`config.mk`:
```
export PLATFORM = sky130hd
export DESIGN_NAME = dec_clk_governor
export DESIGN_NICKNAME = d
export VERILOG_FILES = /design/src/rtl/dcg_pkg.sv /design/src/rtl/dcg_window.sv /design/src/rtl/dcg_predictor.sv /design/src/rtl/dec_clk_governor.sv
export SDC_FILE = /design/constraint.sdc
export NUM_CORES = 2
export LEC_CHECK = 0
export BUFFER_PORTS_ARGS = -buffer_cell sky130_fd_sc_hd__buf_2
export CORE_MARGIN = 2
export CORE_UTILIZATION = 42
export DETAILED_ROUTE_END_ITERATION = 10
export GPL_TIMING_DRIVEN = 0
export SLEW_MARGIN = 40
export SYNTH_ARGS = -nofsm -noshare
export SYNTH_HDL_FRONTEND = slang
export SYNTH_HIERARCHICAL = 1
export SYNTH_SLANG_ARGS = --single-unit
```
`constraint.sdc`:
```
create_clock -name clk -period 72.2 [get_ports clk]
set_input_delay 0 -clock clk [delete_from_list [all_inputs] [get_ports clk]]
set_output_delay 0 -clock clk [all_outputs]
set_load 0.02 [all_outputs]
```
`src/rtl/dcg_pkg.sv`:
```
package dcg_pkg;
    typedef enum logic [2:0] {
        GS_WAIT_FIRST = 3'd0,
        GS_DECODE     = 3'd1,
        GS_SETTLE     = 3'd2,
        GS_ISSUE      = 3'd3,
        GS_GAP        = 3'd4
    } gov_state_t;

    localparam int NUM_WINDOWS = 2;
    localparam int WIN_BUSY    = 0;
    localparam int WIN_IDLE    = 1;
endpackage

```
`src/rtl/dcg_window.sv`:
```
module dcg_window #(
    parameter int W        = 16,
    parameter int LOG2_MAX = 4,
    parameter int WLOG_W   = 3
) (
    input  logic              clk,
    input  logic              rst_n,
    input  logic              push,
    input  logic [W-1:0]      sample,
    input  logic [WLOG_W-1:0] win_log2,
    output logic [W-1:0]      avg
);
    localparam int DEPTH = 1 << LOG2_MAX;
    localparam int PTR_W = LOG2_MAX;
    localparam int SUM_W = W + LOG2_MAX;

    logic [W-1:0]      slot_q [DEPTH];
    logic [PTR_W-1:0]  wr_q;
    logic [WLOG_W-1:0] eff_log2;
    logic [SUM_W-1:0]  sum;
    logic [PTR_W-1:0]  idx;
    int                span;

    always_ff @(posedge clk) begin
        if (!rst_n) begin
            wr_q <= '0;
            for (int i = 0; i < DEPTH; i++) slot_q[i] <= '0;
        end else if (push) begin
            slot_q[wr_q] <= sample;
            wr_q         <= wr_q + PTR_W'(1);
        end
    end

    // Window sum is rebuilt from the ring each cycle, so a change of
    // window length takes effect at once without a drifting accumulator.
    always_comb begin
        eff_log2 = (win_log2 > WLOG_W'(LOG2_MAX)) ? WLOG_W'(LOG2_MAX) : win_log2;
        span     = 1 << eff_log2;
        sum      = '0;
        idx      = '0;
        for (int k = 0; k < DEPTH; k++) begin
            idx = wr_q - PTR_W'(k + 1);
            if (k < span) sum = sum + SUM_W'(slot_q[idx]);
        end
        avg = W'(sum >> eff_log2);
    end
endmodule

```
`src/rtl/dcg_predictor.sv`:
```
module dcg_predictor #(
    parameter int W         = 16,
    parameter int LEVELS    = 8,
    parameter int LVL_W     = 3,
    parameter int FRAC_BITS = 4
) (
    input  logic [W-1:0]         avg_busy,
    input  logic [W-1:0]         avg_idle,
    input  logic [LVL_W-1:0]     level,
    input  logic [W-1:0]         period,
    input  logic [FRAC_BITS:0]   raise_frac,
    output logic                 want_up,
    output logic                 want_down
);
    localparam int PW = W + FRAC_BITS + LVL_W + 2;

    logic [PW-1:0] thr;
    logic [PW-1:0] busy_now;
    logic [PW-1:0] lvl_p;
    logic [PW-1:0] slow_busy;
    logic [PW-1:0] slow_budget;
    logic [PW-1:0] idle_cover;

    // Speed of level L is taken as L+1; all ratios are cross-multiplied.
    always_comb begin
        thr         = (PW'(period) * PW'(raise_frac)) >> FRAC_BITS;
        busy_now    = PW'(avg_busy);
        lvl_p       = PW'(level);
        slow_busy   = busy_now * (lvl_p + PW'(1));
        slow_budget = thr * lvl_p;
        idle_cover  = PW'(avg_idle) * lvl_p;
        want_up     = (level != LVL_W'(LEVELS - 1)) && (busy_now > thr);
        want_down   = !want_up && (level != '0)
                      && (busy_now <= idle_cover)
                      && (slow_busy <= slow_budget);
    end
endmodule

```
`src/rtl/dec_clk_governor.sv`:
```
module dec_clk_governor
    import dcg_pkg::*;
#(
    parameter int CNT_W        = 16,
    parameter int LEVELS       = 8,
    parameter int WIN_LOG2_MAX = 4,
    parameter int FRAC_BITS    = 4,
    localparam int LVL_W       = $clog2(LEVELS),
    localparam int WLOG_W      = $clog2(WIN_LOG2_MAX + 1)
) (
    input  logic                 clk,
    input  logic                 rst_n,
    input  logic                 frame_start,
    input  logic                 frame_end,
    input  logic                 pipe_idle,
    input  logic [WLOG_W-1:0]    cfg_busy_win_log2,
    input  logic [WLOG_W-1:0]    cfg_idle_win_log2,
    input  logic [CNT_W-1:0]     cfg_frame_period,
    input  logic [FRAC_BITS:0]   cfg_raise_frac,
    output logic                 clk_up_req,
    output logic                 clk_down_req,
    output logic [LVL_W-1:0]     clk_level,
    output logic                 pg_en
);
    gov_state_t state_q, state_d;

    logic [CNT_W-1:0]  busy_cnt_q, idle_cnt_q;
    logic              win_push [NUM_WINDOWS];
    logic [CNT_W-1:0]  win_sample [NUM_WINDOWS];
    logic [CNT_W-1:0]  win_avg [NUM_WINDOWS];
    logic [WLOG_W-1:0] win_len [NUM_WINDOWS];
    logic              pred_up, pred_dn;
    logic              want_up_q, want_dn_q;
    logic              accept_start, accept_end;

    function automatic logic [CNT_W-1:0] sat_inc(input logic [CNT_W-1:0] v);
        return (&v) ? v : v + CNT_W'(1);
    endfunction

    assign accept_start = frame_start && (state_q == GS_GAP || state_q == GS_WAIT_FIRST);
    assign accept_end   = frame_end && (state_q == GS_DECODE);

    // State register
    always_ff @(posedge clk) begin
        if (!rst_n) state_q <= GS_WAIT_FIRST;
        else        state_q <= state_d;
    end

    // Next-state logic
    always_comb begin
        state_d = state_q;
        unique case (state_q)
            GS_WAIT_FIRST: if (frame_start) state_d = GS_DECODE;
            GS_DECODE:     if (frame_end)   state_d = GS_SETTLE;
            GS_SETTLE:                      state_d = GS_ISSUE;
            GS_ISSUE:                       state_d = GS_GAP;
            GS_GAP:        if (frame_start) state_d = GS_DECODE;
            default:                        state_d = GS_WAIT_FIRST;
        endcase
    end

    // Duration counters
    always_ff @(posedge clk) begin
        if (!rst_n) begin
            busy_cnt_q <= '0;
            idle_cnt_q <= '0;
        end else begin
            if (accept_start)              busy_cnt_q <= '0;
            else if (state_q == GS_DECODE) busy_cnt_q <= sat_inc(busy_cnt_q);

            if (accept_end) idle_cnt_q <= '0;
            else if (state_q == GS_SETTLE || state_q == GS_ISSUE
                     || (state_q == GS_GAP && !frame_start))
                idle_cnt_q <= sat_inc(idle_cnt_q);
        end
    end

    always_comb begin
        win_push[WIN_BUSY]   = accept_end;
        win_sample[WIN_BUSY] = sat_inc(busy_cnt_q);
        win_len[WIN_BUSY]    = cfg_busy_win_log2;
        win_push[WIN_IDLE]   = frame_start && (state_q == GS_GAP);
        win_sample[WIN_IDLE] = sat_inc(idle_cnt_q);
        win_len[WIN_IDLE]    = cfg_idle_win_log2;
    end

    for (genvar g = 0; g < NUM_WINDOWS; g++) begin : g_win
        dcg_window #(
            .W        (CNT_W),
            .LOG2_MAX (WIN_LOG2_MAX),
            .WLOG_W   (WLOG_W)
        ) u_win (
            .clk      (clk),
            .rst_n    (rst_n),
            .push     (win_push[g]),
            .sample   (win_sample[g]),
            .win_log2 (win_len[g]),
            .avg      (win_avg[g])
        );
    end

    dcg_predictor #(
        .W         (CNT_W),
        .LEVELS    (LEVELS),
        .LVL_W     (LVL_W),
        .FRAC_BITS (FRAC_BITS)
    ) u_pred (
        .avg_busy   (win_avg[WIN_BUSY]),
        .avg_idle   (win_avg[WIN_IDLE]),
        .level      (clk_level),
        .period     (cfg_frame_period),
        .raise_frac (cfg_raise_frac),
        .want_up    (pred_up),
        .want_down  (pred_dn)
    );

    // Outputs
    always_ff @(posedge clk) begin
        if (!rst_n) begin
            want_up_q    <= 1'b0;
            want_dn_q    <= 1'b0;
            clk_up_req   <= 1'b0;
            clk_down_req <= 1'b0;
            clk_level    <= '0;
            pg_en        <= 1'b0;
        end else begin
            clk_up_req   <= 1'b0;
            clk_down_req <= 1'b0;
            if (state_q == GS_SETTLE) begin
                want_up_q <= pred_up;
                want_dn_q <= pred_dn;
            end
            if (state_q == GS_ISSUE) begin
                clk_up_req   <= want_up_q;
                clk_down_req <= want_dn_q;
                if (want_up_q)      clk_level <= clk_level + LVL_W'(1);
                else if (want_dn_q) clk_level <= clk_level - LVL_W'(1);
            end
            pg_en <= (state_q == GS_GAP) && pipe_idle && !frame_start;
        end
    end
endmodule

```
==> metrics list <==
- Final Skew: 0.0533 ns
* Worst hold endpoint: pg_en
* CP max stage delay: 0.72 ns
- Final critical path time including I/O delays and setup: 32.14 ns
* Synthesis Warnings: 6
- In the routed layout, each cell is associated on average with a via count of 6.85.
* Mean post-synth cell area: 10.5 um^2
- Number of global-route vias before repair: roughly 70000
* Crit Reg-Reg Endpoint: want_dn_q
* Worst slew margin: 36.5%
* Worst Min Path Start: pipe_idle
- The flow ran to the end, and the final reports show no timing, DRC or antenna violations.
- Critical path class: reg -> reg
- Post-route fraction of the period consumed by the critical path: between 40% and 50%
- Number of clock buffers inserted by TritonCTS: 60
- After synthesis, the largest family of logic cells by area is multiplexers.
* Synth Register Bits: 571
- Crit-path slowest cell: sky130_fd_sc_hd__clkbuf_1
- Total wire length after detailed routing: 364000 um
* Hold Path Stages: 3
- For this configuration, the core starts out at a cell density of between 40% and 50%.
- Worst min-delay path class: in -> reg
- In the routed design, unresolved DRC markers number 0.
- The tool flagged a number of max-cap violations equal to 0.
- The max-slew violation count came to 0.
* Highest Clock Rate: slightly above 30 MHz
- For this run, the total global-route usage over all layers was measured as between 30% and 40%.
- The global routing stage identified its most utilized layer as met2.
- Multiplexer cells account for 30.0% of the synthesized area.
- The worst register-to-register path begins at g_win[0].u_win/wr_q[0].
- In the global route stage, met1 resource usage came out at 46.9%.
* Standard-cell row count: 166
* Count of TritonRoute iterations in the first routing pass: 6
* Synth Area in Simple Gates: 13.3%
- Detail Placement HPWL: 312000 um
- The worst setup path is launched from a flop.
- Final hold violation count: 0
* Buffers on Ports: 34
- The first global-routing pass estimated 509000 um of wire.
- The tree is rooted in a sky130_fd_sc_hd__clkbuf_16.
* TritonCTS clock tree: yes
- Chip height: 456 um
- Relative area change from synthesis to final layout: 8.01%
- The first routing iteration left 9990 violations.
- Asr flop ratio synth: 0%
- Synthesized-area fraction occupied by xor and xnor cells: 5.87%
- Total global routing overflow: 0
- Routability-driven placement finished with a final weighted congestion of 1.08.
- STA puts the critical path data required time at 72.76 ns.
- Clock slew at the register clock pins of the worst setup and hold paths: 0.07 ns
* Number of synthesized flops with an enable pin: 512
- Summing the areas of all fa, ha and maj instances in the mapped netlist gives 12.5% of the synthesized area.
* Number of nets at the end of the flow: between 9000 and 10000
- The worst setup path is captured at a flop.
* Total setup violations reported at the end of the flow: 0
* Global-route met3 utilization: 11.6%
- The floorplan step set the die width to 456 um.
- Share of cells above drive strength 1: 19.8%
* Number of nets produced by synthesis: 8986
- For the worst-skew pair, the clock arrives at the later sink with an insertion delay of 0.70 ns.
- For the pin with the worst max-slew slack, the measured transition is between 0.9 and 1 ns.
* Count of clock tree sinks: 571
- Sequential share of the synthesized area: 19.3%
- Counting distinct cell types in the post-synthesis netlist gives ~130.
* Routed vias: 75700
* Synthesized instance count: approximately 8200
- Aggregate negative setup slack: 0 ns
* Initial antenna violation count: 19
- Top flip-flop cell by instance count after synthesis: sky130_fd_sc_hd__edfxtp_1
- Top-level port count: 38
- Once detail routing completed, the nets flagged for antenna violations numbered 0.
- In this run the number of H-tree levels came out at 2.
* Area of the placeable core: just over 200000 um^2
- The die covers around 210000 um^2.
- The mapped netlist covers roughly 86000 um^2.
* Most common cell type on the critical path: sky130_fd_sc_hd__ha_1
- Entering global routing, the biggest net connects 20 pins.
- Counting cells, the worst reg-to-reg path comes to 112.
* Count of cells resized by post-cts repair: 0
- CP arrival: approximately 33 ns
* Per-cell routed wire length: 32.9 um
- Worst reg2reg setup slack: 40.06 ns
- Global-route track usage on met2: 50.5%
* Compound-Gate Fraction of Synth Area: 15.1%
* Highest net fanout along the worst path: 10
- Setup repair after global routing left no endpoint under its margin.
- The clock passes through at most 3 buffers.
[sequential cells by signal, summed over array words and instances, names as in the netlist, named ones only]
register and count:
g_win.u_win/slot_q 512, busy_cnt_q 16, idle_cnt_q 16, g_win.u_win/wr_q 8, clk_level 3, state_q 3
clk_down_req 1, clk_up_req 1, pg_en 1, want_dn_q 1, want_up_q 1
[critical path: cells and delay by family, from the launching register on]
| family | cells | cell delay, ns |
|---|---|---|
| AO/OA/AOI/OAI | 40 | 9.90 |
| buffers and inverters | 18 | 8.19 |
| adder cells (fa/ha/maj) | 20 | 7.55 |
| AND/OR/NAND/NOR | 20 | 2.88 |
| XOR/XNOR | 11 | 1.66 |
| multiplexers | 3 | 1.30 |
| flip-flops | 1 | 0.47 |
[layout by cell type, fill, tap and decap left out, types with 60 or more instances in the layout]
master                      netlist  final
sky130_fd_sc_hd__clkbuf_1       357    298
sky130_fd_sc_hd__nand2_1        495    495
sky130_fd_sc_hd__xor2_1         179    175
sky130_fd_sc_hd__mux4_2        1098   1098
sky130_fd_sc_hd__ha_1           652    652
sky130_fd_sc_hd__nand3_1         94     94
sky130_fd_sc_hd__a21oi_1        581    578
sky130_fd_sc_hd__a211oi_1        70     70
sky130_fd_sc_hd__clkbuf_2         2     78
sky130_fd_sc_hd__edfxtp_1       512    512
sky130_fd_sc_hd__o21ai_0        374    329
sky130_fd_sc_hd__nor3_1         111    110
sky130_fd_sc_hd__and2_1         664    664
sky130_fd_sc_hd__o21bai_1       110    110
sky130_fd_sc_hd__buf_2           18    113
sky130_fd_sc_hd__clkbuf_16        0     60
sky130_fd_sc_hd__inv_1          395    395
sky130_fd_sc_hd__nor2b_1         79     79
sky130_fd_sc_hd__a21o_1         379    379
sky130_fd_sc_hd__o21a_1         101    101
sky130_fd_sc_hd__nor2_1         415    414
sky130_fd_sc_hd__mux2i_1         61     61
sky130_fd_sc_hd__xnor2_1        354    342
sky130_fd_sc_hd__fa_1           131    131
sky130_fd_sc_hd__nand2b_1        68     68
[stage by stage]
step | utilization (%) | cells | area [um^2] | setup WS, ns | hold slack [ns]
2_1_floorplan | - | 8171 | 86000 | 46.93 | 0.146
3_3_place_gp | 43.9 | 10900 | 89500 | 38.35 | 0.320
3_5_place_dp | 44.5 | 10900 | 90700 | 40.27 | 0.328
4_1_cts | 45.5 | 11000 | 92800 | 40.12 | 0.273
5_1_grt | 45.5 | 11000 | 92900 | 38.88 | 0.276
6_report | 45.5 | 11100 | 92900 | 40.06 | 0.295
[logic make-up (layout without fill, tap and decap cells)]
logic type      count (synthesis)  count (layout)
xor+xnor                      552             552
fa+ha+maj                     783             783
mux                          1200            1200
compound gates               2005            2005
simple gates                 2183            2183
buf+inv                       877            1064
other cells                     0               6
flops                         571             571
[metal layers]
layer  wire length, um  vias up
met4             11000       16
met2            156000     4917
met5               285        -
met1            146000    38400
li1                  -    31900
met3             50400      517
[cell usage after synthesis (all sizes together), types with 101 or more instances]
cell    instances  share of area, %
mux4         1098                29
and2          666               4.8
ha            652               9.5
a21oi         584               3.4
edfxtp        512                18
nand2         496               2.2
nor2          416               1.8
o21ai         407               2.4
inv           399               1.7
a21o          379               3.3
xnor2         361               3.7
clkbuf        359               1.6
xor2          180               1.8
fa            131               3.0
buf           117              0.59
nor3          112              0.66
o21bai        110              0.96
o21a          101              0.88
[how the worst max path moves through the flow]
stage	cells past startpoint	end	slack [ns]	from
after floorplan	114	want_dn_q	46.93	g_win[0].u_win/wr_q[0]
after global placement	111	want_dn_q	38.35	g_win[0].u_win/wr_q[0]
after detailed placement	113	want_dn_q	40.27	g_win[0].u_win/wr_q[0]
after CTS	114	want_dn_q	40.12	g_win[0].u_win/wr_q[0]
after global routing	115	want_dn_q	38.88	g_win[0].u_win/wr_q[0]
final	112	want_dn_q	40.06	g_win[0].u_win/wr_q[0]
[area by class of cell]
type / instances / area (um^2)
buffer: 476 / 2030
inverter: 401 / 1510
sequential: 571 / 16600
antenna: 6 / 15.0
tap: 2688 / 3360
timing repair buffer: 78 / 716
fill: 19200 / 111000
clock buffer: 70 / 1540
clock inverter: 39 / 505
multi-input combinational: 6723 / 66700
[what timing repair did]
| action | in CTS | in global routing |
|---|---|---|
| hold endpoints to repair | 9 | 0 |
| buffers inserted | 0 | 0 |
| hold buffers | 5 | 0 |
Power is not shown: default switching activity piles up to over one toggle a cycle in this logic, so the estimate is an artifact.
